===== src/rtl/flow_pkg.sv =====
package flow_pkg;
  typedef enum logic [2:0] {
    OP_NOP  = 3'd0,
    OP_JUMP = 3'd1,
    OP_JREL = 3'd2,
    OP_CALL = 3'd3,
    OP_RSTV = 3'd4,
    OP_RET  = 3'd5,
    OP_RETI = 3'd6,
    OP_DINT = 3'd7
  } flow_op_e;

  typedef enum logic [2:0] {
    ST_IDLE  = 3'd0,
    ST_CWAIT = 3'd1,
    ST_PUSHH = 3'd2,
    ST_PUSHL = 3'd3,
    ST_POPL  = 3'd4,
    ST_POPH  = 3'd5,
    ST_LOAD  = 3'd6
  } flow_st_e;
endpackage


===== src/rtl/flow_target.sv =====
module flow_target
  import flow_pkg::*;
#(
  parameter int DW = 8
) (
  input  flow_op_e          op,
  input  logic [2*DW-1:0]   operand,
  input  logic [2*DW-1:0]   pc,
  output logic [2*DW-1:0]   target
);
  localparam int AW = 2 * DW;

  logic [AW-1:0] rel_ext;
  logic [AW-1:0] vec_ext;

  assign rel_ext = {{(AW-DW){operand[DW-1]}}, operand[DW-1:0]};
  assign vec_ext = {{(AW-DW){1'b0}}, operand[DW-1:0]};

  always_comb begin
    case (op)
      OP_JREL: target = pc + rel_ext;
      OP_RSTV: target = vec_ext;
      default: target = operand;
    endcase
  end
endmodule


===== src/rtl/flow_ctrl.sv =====
module flow_ctrl
  import flow_pkg::*;
(
  input  logic     clk,
  input  logic     rst_n,
  input  logic     start,
  input  flow_op_e op,
  input  logic     cond_en,
  input  logic     cond_true,
  output flow_st_e state,
  output logic     accept,
  output logic     done
);
  flow_st_e state_nx;
  logic     done_nx;
  logic     taken;

  assign accept = start && (state == ST_IDLE);
  assign taken  = !cond_en || cond_true;

  always_comb begin
    state_nx = state;
    done_nx  = 1'b0;
    case (state)
      ST_IDLE: begin
        if (start) begin
          case (op)
            OP_JUMP, OP_JREL: state_nx = taken ? ST_LOAD : ST_IDLE;
            OP_CALL, OP_RSTV: state_nx = taken ? ST_PUSHH : ST_IDLE;
            OP_RET:           state_nx = cond_en ? ST_CWAIT : ST_POPL;
            OP_RETI:          state_nx = ST_POPL;
            default:          state_nx = ST_IDLE;
          endcase
          done_nx = (state_nx == ST_IDLE);
        end
      end
      ST_CWAIT: begin
        state_nx = cond_true ? ST_POPL : ST_IDLE;
        done_nx  = !cond_true;
      end
      ST_PUSHH: state_nx = ST_PUSHL;
      ST_PUSHL: state_nx = ST_LOAD;
      ST_POPL:  state_nx = ST_POPH;
      ST_POPH:  state_nx = ST_LOAD;
      ST_LOAD: begin
        state_nx = ST_IDLE;
        done_nx  = 1'b1;
      end
      default: state_nx = ST_IDLE;
    endcase
  end

  always_ff @(posedge clk or negedge rst_n) begin
    if (!rst_n) begin
      state <= ST_IDLE;
      done  <= 1'b0;
    end else begin
      state <= state_nx;
      done  <= done_nx;
    end
  end
endmodule


===== src/rtl/flow_stack.sv =====
module flow_stack
  import flow_pkg::*;
#(
  parameter int              DW     = 8,
  parameter logic [2*DW-1:0] SP_RST = 16'hFFFE
) (
  input  logic            clk,
  input  logic            rst_n,
  input  flow_st_e        state,
  input  logic [2*DW-1:0] pc,
  input  logic [DW-1:0]   rdata,
  output logic [2*DW-1:0] sp,
  output logic            we,
  output logic            re,
  output logic [2*DW-1:0] addr,
  output logic [DW-1:0]   wdata,
  output logic [2*DW-1:0] pop_word
);
  localparam int AW = 2 * DW;

  logic [AW-1:0] sp_nx;
  logic          sp_en;
  logic [DW-1:0] lo_q, hi_q;
  logic          lo_en, hi_en;
  logic [AW-1:0] sp_dec;

  assign sp_dec = sp - {{(AW-1){1'b0}}, 1'b1};
  assign we     = (state == ST_PUSHH) || (state == ST_PUSHL);
  assign re     = (state == ST_POPL) || (state == ST_POPH);
  assign addr   = we ? sp_dec : sp;
  assign wdata  = (state == ST_PUSHH) ? pc[AW-1:DW] : pc[DW-1:0];
  assign lo_en  = (state == ST_POPL);
  assign hi_en  = (state == ST_POPH);
  assign pop_word = {hi_q, lo_q};

  always_comb begin
    sp_en = we || re;
    sp_nx = we ? sp_dec : (sp + {{(AW-1){1'b0}}, 1'b1});
  end

  always_ff @(posedge clk or negedge rst_n) begin
    if (!rst_n) begin
      sp   <= SP_RST;
      lo_q <= '0;
      hi_q <= '0;
    end else begin
      if (sp_en) sp   <= sp_nx;
      if (lo_en) lo_q <= rdata;
      if (hi_en) hi_q <= rdata;
    end
  end
endmodule


===== src/rtl/flow_seq.sv =====
module flow_seq
  import flow_pkg::*;
#(
  parameter int          DW     = 8,
  parameter int          CW     = 4,
  parameter logic [15:0] PC_RST = 16'h0000,
  parameter logic [15:0] SP_RST = 16'hFFFE
) (
  input  logic          clk,
  input  logic          rst_n,
  input  logic          start_i,
  input  logic [2:0]    op_i,
  input  logic [15:0]   operand_i,
  input  logic          cond_en_i,
  input  logic          cond_true_i,
  input  logic [7:0]    mem_rdata_i,
  output logic          mem_we_o,
  output logic          mem_re_o,
  output logic [15:0]   mem_addr_o,
  output logic [7:0]    mem_wdata_o,
  output logic [15:0]   pc_o,
  output logic [15:0]   sp_o,
  output logic          ime_o,
  output logic          busy_o,
  output logic          done_o,
  output logic [3:0]    cycles_o
);
  localparam int AW = 2 * DW;

  flow_op_e      op;
  flow_st_e      state;
  logic          accept;
  logic [AW-1:0] target;
  logic [AW-1:0] target_q;
  logic          from_stack_q;
  logic [AW-1:0] pop_word;
  logic [AW-1:0] pc_q, pc_nx;
  logic          pc_en;
  logic          ime_q, ime_nx, ime_en;
  logic [CW-1:0] cnt_q, cnt_nx;
  logic          cnt_en;
  logic          busy;

  assign op   = flow_op_e'(op_i);
  assign busy = (state != ST_IDLE);

  flow_ctrl u_ctrl (
    .clk       (clk),
    .rst_n     (rst_n),
    .start     (start_i),
    .op        (op),
    .cond_en   (cond_en_i),
    .cond_true (cond_true_i),
    .state     (state),
    .accept    (accept),
    .done      (done_o)
  );

  flow_target #(.DW(DW)) u_target (
    .op      (op),
    .operand (operand_i),
    .pc      (pc_q),
    .target  (target)
  );

  flow_stack #(.DW(DW), .SP_RST(SP_RST)) u_stack (
    .clk      (clk),
    .rst_n    (rst_n),
    .state    (state),
    .pc       (pc_q),
    .rdata    (mem_rdata_i),
    .sp       (sp_o),
    .we       (mem_we_o),
    .re       (mem_re_o),
    .addr     (mem_addr_o),
    .wdata    (mem_wdata_o),
    .pop_word (pop_word)
  );

  always_comb begin
    pc_en  = (state == ST_LOAD);
    pc_nx  = from_stack_q ? pop_word : target_q;
    ime_en = accept && ((op == OP_RETI) || (op == OP_DINT));
    ime_nx = (op == OP_RETI);
    cnt_en = accept || busy;
    cnt_nx = accept ? '0 : (cnt_q + {{(CW-1){1'b0}}, 1'b1});
  end

  always_ff @(posedge clk or negedge rst_n) begin
    if (!rst_n) begin
      pc_q         <= PC_RST;
      target_q     <= '0;
      from_stack_q <= 1'b0;
      ime_q        <= 1'b0;
      cnt_q        <= '0;
    end else begin
      if (accept) begin
        target_q     <= target;
        from_stack_q <= (op == OP_RET) || (op == OP_RETI);
      end
      if (pc_en)  pc_q  <= pc_nx;
      if (ime_en) ime_q <= ime_nx;
      if (cnt_en) cnt_q <= cnt_nx;
    end
  end

  assign pc_o     = pc_q;
  assign ime_o    = ime_q;
  assign busy_o   = busy;
  assign cycles_o = cnt_q;
endmodule


===== config.mk =====
export PLATFORM = sky130hd
export DESIGN_NAME = flow_seq
export DESIGN_NICKNAME = d
export VERILOG_FILES = /design/src/rtl/flow_pkg.sv /design/src/rtl/flow_target.sv /design/src/rtl/flow_ctrl.sv /design/src/rtl/flow_stack.sv /design/src/rtl/flow_seq.sv
export SDC_FILE = /design/constraint.sdc
export NUM_CORES = 1
export LEC_CHECK = 0
export BUFFER_PORTS_ARGS = -buffer_cell sky130_fd_sc_hd__buf_2
export CAP_MARGIN = 0
export CORE_ASPECT_RATIO = 0.8
export CORE_MARGIN = 3
export CORE_UTILIZATION = 25
export DETAILED_ROUTE_END_ITERATION = 10
export SETUP_SLACK_MARGIN = 0.15
export SLEW_MARGIN = 15
export SYNTH_ARGS = -nofsm -noshare
export SYNTH_HDL_FRONTEND = slang
export SYNTH_SLANG_ARGS = --single-unit
export TNS_END_PERCENT = 5

===== constraint.sdc =====
create_clock -name clk -period 3.1 [get_ports clk]
set_input_delay 0.93 -clock clk [delete_from_list [all_inputs] [get_ports clk]]
set_output_delay 0.93 -clock clk [all_outputs]
set_load 0.005 [all_outputs]

Word-level counts from Yosys, hierarchy flattened
Index checks and enable logic that the tools add are counted.
{"block": "op_classes", "addsub": 4, "n_eq_ne": 14, "n_mux": 17, "n_reduce_logical": 17}
{"op": "two-way mux 16 bit", "count": 3}
{"op": "case mux 16 bit (2 select lines)", "count": 1}
{"op": "== test 3 bit, second input constant", "count": 7}
{"op": "two-way mux 3 bit", "count": 6}
{"op": "adder 16 x 1 -> 16 bit, second input constant", "count": 1}
{"op": "adder 16 bit", "count": 1}
{"op": "subtractor 16 x 1 -> 16 bit, second input constant", "count": 1}
{"op": "case mux 3 bit (5 select lines)", "count": 1}
{"op": "== test 3 x 2 -> 1 bit, second input constant", "count": 4}
{"op": "case mux 3 bit (4 select lines)", "count": 1}
{"op": "two-way mux 8 bit", "count": 1}
{"op": "logical OR 1 bit", "count": 7}
{"op": "== test 3 x 1 -> 1 bit, second input constant", "count": 2}
{"op": "logical NOT 3 bit", "count": 2}
{"op": "OR reduction 2 bit", "count": 3}
{"op": "adder 4 x 1 -> 4 bit, second input constant", "count": 1}
{"op": "two-way mux 4 bit", "count": 1}
{"op": "case mux 1 bit (3 select lines)", "count": 1}
{"op": "nonzero test 3 bit", "count": 1}
{"op": "logical AND 1 bit", "count": 2}
{"op": "logical NOT 1 bit", "count": 2}
{"op": "two-way mux 2 bit", "count": 1}
{"op": "inequality test 2 bit, second input constant", "count": 1}
{"op": "two-way mux 1 bit", "count": 1}
{"block": "totals", "register_bits": 74, "inputBits": 32}

Logic depth before layout (Yosys ltp)
{"block": "logic_depth", "depth_word": 9, "depth_mapped": 8, "depth_no_buf": 8}

Hierarchy
Synthesis repeated with hierarchy kept, for this count alone.
{"block": "unflattened", "hier_cells": 474, "area_unflattened_um2": 4759.6}
{"module": "flow_stack", "n_inst": 1, "cells_each": 173, "area_each_um2": 1943.1, "seq_area_each_um2": 819.5}
{"module": "flow_seq", "n_inst": 1, "cells_each": 131, "area_each_um2": 1619.1, "seq_area_each_um2": 950.9}
{"module": "flow_target", "n_inst": 1, "cells_each": 138, "area_each_um2": 908.4, "seq_area_each_um2": 0.0}
{"module": "flow_ctrl", "n_inst": 1, "cells_each": 32, "area_each_um2": 289.0, "seq_area_each_um2": 100.1}

Least setup slack after synthesis
No wires, ideal clock.
{"block": "synth_path", "kind": "input to register", "startpoint": "input operand_i[0]", "endpoint": "register target_q[8]", "setup_ns": 0.126, "t_arrival_ns": 2.687, "t_required_ns": 2.974, "path_slack_ns": 0.287, "stages": 8, "n_path_buf": 0, "cell_sequence": "ha_1 > fa_1 > a21o_1 > a221o_1 > a31oi_1 > xnor2_1 > a221oi_1 > nor2_1"}
{"block": "synth_between", "elab_chain_len": 2}
{"element": "start, declared", "line_no": "flow_seq.sv:13", "rtl": "input logic [15:0] operand_i,"}
{"element": "adder 16 bit", "line_no": "flow_target.sv:21", "rtl": "OP_JREL: target = pc + rel_ext;"}
{"element": "case mux 16 bit (2 select lines)", "line_no": "flow_target.sv:20", "rtl": "case (op)"}
{"element": "end signal, assigned", "line_no": "flow_seq.sv:98", "rtl": "target_q <= target;"}
{"element": "end, declared", "line_no": "flow_seq.sv:34", "rtl": "logic [AW-1:0] target_q;"}
Every way passes these cells.
A chain may end at the register's enable or synchronous reset.

Final worst setup path
{"block": "layout_path", "startpoint": "register u_stack.sp[8]", "endpoint": "output mem_addr_o[14]"}
{"block": "layout_between", "elab_chain_len": 2}
{"element": "start, declared", "line_no": "flow_stack.sv:12", "rtl": "output logic [2*DW-1:0] sp,"}
{"element": "start signal, assigned", "line_no": "flow_stack.sv:47", "rtl": "if (sp_en) sp <= sp_nx;"}
{"element": "subtractor 16 x 1 -> 16 bit", "line_no": "flow_stack.sv:27", "rtl": "assign sp_dec = sp - {{(AW-1){1'b0}}, 1'b1};"}
{"element": "two-way mux 16 bit", "line_no": "flow_stack.sv:30", "rtl": "assign addr = we ? sp_dec : sp;"}
{"element": "end, declared", "line_no": "flow_seq.sv:19", "rtl": "output logic [15:0] mem_addr_o,"}
Every way passes these cells.

==> flow_summary.ini <==
[sta]
timing.final.hold_violations = 0
fmax_ghz = 0.318
measured_slew_at_the_worst_slew_check_pin_ns = 0.998
grt_setup_unrepaired = true
finalSetupViolations = 3
fin_skew_ns = 0.00592
slew_violations = 0
hold_slack_ns = 0.470
timing.slew.headroom_pct = 33.4
layout_min_cycle_time_ns = 3.14
finalCritPeriodShare_pct = 101
post_route_worst_setup_slack_ns = -0.0398

[clock_tree]
htree_levels = 3
number_of_hold_buffers_added_after_cts = 0
cts_tree = done
worstSkewPairLatency_ns = 0.35
ctsRootBufferMaster = clkbuf_16
max-clock-path-buffers = 2
cts.sinks = 74
clk_pin_slew_worst_paths_ns = 0.06
numCtsBuffers = 9

[floorplan]
die_x_um = 156
top_level_ports = 97
chipHeight_um = 126
start_util_pct = 25.7
core-area_um2 = 17500
die_area_um2 = 19600
placementRows = 43

[critical_path]
endpoint_arrival_time_on_the_critical_path_ns = 2.21
timing.critical_path.cells = or4_4, or4_4, nor3_4, xor2_1, buf_2
timing_worst_setup_path_type = flop to output port
crit_path_top_delay_cell = or4_4
cpMostUsedCell = or4_4
timing.critical_path.to_type = output port
cp-start-kind = flop
crit_buf_inv = 1
worst_path_largest_cell_delay_ns = 0.55
timing.critical_path.fanout_max = 8
critical_path.top_delay_family = simple AND/OR/NAND/NOR gates
cp_data_required_time_ns = 2.17

[power_and_ir_drop]
power_report.internal_total_mw = 3.54
static_leak_nw = 2.53
swShare_pct = 39.9
power.switching_mw = 2.35
power_density_cells_nw_per_um2 = 1030
ir_drop_mv = 0.368
comb_power_share_pct = 44.9
seqPwrFrac_pct = 35.7
p_clk_share_pct = 19.4
p_total_mw = 5.89

[synthesis]
yosys-top-cells-area = dfrtp_1 33%, dfstp_2 8.8%, ha_1 5.6%
post_syn_instances = 469
synth_edf_count = 0
postSynthRegisterBits = 74
synth_unique_cells = 54
netlist.top_cell.by_area = dfrtp_1
synth_largest_type_area_fraction_pct = 32.9
mean_post_synth_cell_area_um2 = 9.56
syn-num-nets = 522
synthesis.yosys.warnings = 0
async_flop_share_pct = 100
synth_area_um2 = 4490
yosys_most_used_dff = dfrtp_1
synth_sequential_area_ratio_pct = 41.7

[worst_hold_path]
timing.hold.worst.class = flop to flop

[route]
detail_route.wl_per_cell_um = 16.0
post_route_ant_nets = 0
num_vias = 3841
detailedRoute.firstIterationViolations = 227
drt_drc_violations_left = 0
first_drt_pass_iteration_count = 4
totalWireLength_um = 12800
drt_via_density = 4.80

[run_status]
violations = setup timing
status = finished with violations

[placed_design]
buffer_ports.inserted = 96
finalWeightedCongestion = 0.929
place_inst = 782
place.detailed.hpwl_um = 9610

[global_routing]
global_route.usage.total_pct = 13.3
grt_util_met2_pct = 19.0
grt_start_max_net_pins = 35
grt_pass1_vias = 3633
groute.layer.met1.usage_pct = 19.9
overflow = 0
grt-busiest-layer = met1
grt_util_met3_pct = 3.40
grt_antenna_before_repair = 1
first_pass_grt_wire_length_um = 20500

[layout]
final_cells = 801
area_growth_syn_to_layout_pct = 27.2
drive_gt1_share_pct = 31.3
finalNetCount = 623

[flow_run]
drv.max_cap_violation_count = 0
per-layer routing:
| layer | part of all wire [%] | vias up |
|---|---|---|
| met5 | 0 | - |
| met4 | 1.2 | 0 |
| met3 | 4.9 | 10 |
| met2 | 43 | 113 |
| met1 | 51 | 1828 |
| li1 | - | 1890 |
cell type report:
class | instances | area (um^2)
fillers | 1816 | 11800
multi-input cells | 364 | 2550
flip-flops and latches | 74 | 1870
repair buffers | 116 | 653
well taps | 225 | 282
clock buffers | 9 | 225
clock inverters | 7 | 101
inverters | 5 | 18.8
diodes | 1 | 2.50
power by group through the flow:
stage	Clock [mW]	Combinational, mW	Sequential, mW
after floorplan	0	1.84	1.83
after global placement	0	2.60	2.07
after detailed placement	0	2.63	2.07
after CTS	1.17	2.66	2.08
after global routing	1.21	2.98	2.19
final	1.14	2.64	2.10
through the flow:
stage	setup TNS, ns	instance area (um^2)	util, %	worst slack [ns]
2_1_floorplan	0	4490	-	0.287
3_3_place_gp	0	5290	30.2	0.107
3_5_place_dp	0	5290	30.2	0.0942
4_1_cts	-0.107	5660	32.4	-0.0464
5_1_grt	-0.465	5710	32.6	-0.183
6_report	-0.0795	5710	32.6	-0.0398
flip-flops by register name, indices dropped and copies added (netlist names):
name	flops
ime_o	1
target_q	16
pc_o	16
cycles_o	4
u_ctrl.state	3
u_stack.sp	16
u_stack.lo_q	8
from_stack_q	1
u_stack.hi_q	8
u_ctrl.done	1
worst register-to-register path: cells and delay by family (launching register included):
family / cells / cell delay (ns)
simple gates: 1 / 0.06
compound gates: 4 / 1.04
xor+xnor: 1 / 0.09
flops: 1 / 0.41
fa+ha+maj: 2 / 0.65
layout by cell type (no fill, tap or decap), types with 8 or more instances in the layout:
| master | netlist | layout |
|---|---|---|
| xor2_1 | 17 | 17 |
| nand2_1 | 58 | 58 |
| clkbuf_16 | 0 | 9 |
| mux2i_1 | 17 | 17 |
| nand3_1 | 12 | 11 |
| xnor2_1 | 25 | 25 |
| dfrtp_1 | 59 | 57 |
| mux2_1 | 8 | 8 |
| buf_4 | 0 | 18 |
| ha_1 | 20 | 20 |
| nor2_1 | 30 | 28 |
| dfstp_2 | 15 | 15 |
| a31oi_1 | 10 | 10 |
| mux2_2 | 17 | 17 |
| buf_2 | 5 | 95 |
| a21oi_1 | 28 | 28 |
| o21ai_0 | 41 | 41 |
cells in the mapped netlist, types with 6 or more instances:
cell type  instances
mux2_1             8
a31oi_1           10
nand3_1           12
nor2b_1            7
ha_1              20
nor2_1            30
and3_1             7
nand2_1           58
a21o_1             6
a21oi_1           28
clkbuf_1          18
mux2i_1           17
xnor2_1           25
xor2_1            17
mux2_2            17
o21ai_0           41
dfstp_2           15
dfrtp_1           59
kinds of logic (layout without fill, tap and decap cells):
group	Yosys count	count (layout)	synth area share, %
buffers and inverters	31	137	2.93
AOI/OAI and AO/OA	115	115	15.1
DFF	74	74	41.7
muxes	42	42	10.1
other	0	1	0
adders and majority gates	21	21	6.03
xor gates and xnor gates	42	42	8.20
and+or+nand+nor	144	144	16.0
path summary, 6_finish.rpt:
kind	from	to	slack, ns	cells after the start
setup / recovery	u_stack.sp[8]	mem_addr_o[14]	-0.04	5
hold / removal	ime_o	ime_o	0.47	2
hold reg to reg	ime_o	ime_o	0.47	2
setup reg to reg	pc_o[0]	target_q[8]	0.73	8
max in group asynchronous	rst_n	pc_o[12]	1.95	2
min in group asynchronous	rst_n	u_stack.lo_q[0]	0.54	1
repair_timing:
item	4_1_cts	5_1_grt
pin swaps	5	1
setup buffers	2	0
gates resized for setup	7	10
endpoints found under the setup margin	7	16
endpoints found under the hold margin	0	0
No activity file was read; power rests on OpenSTA's default activity.
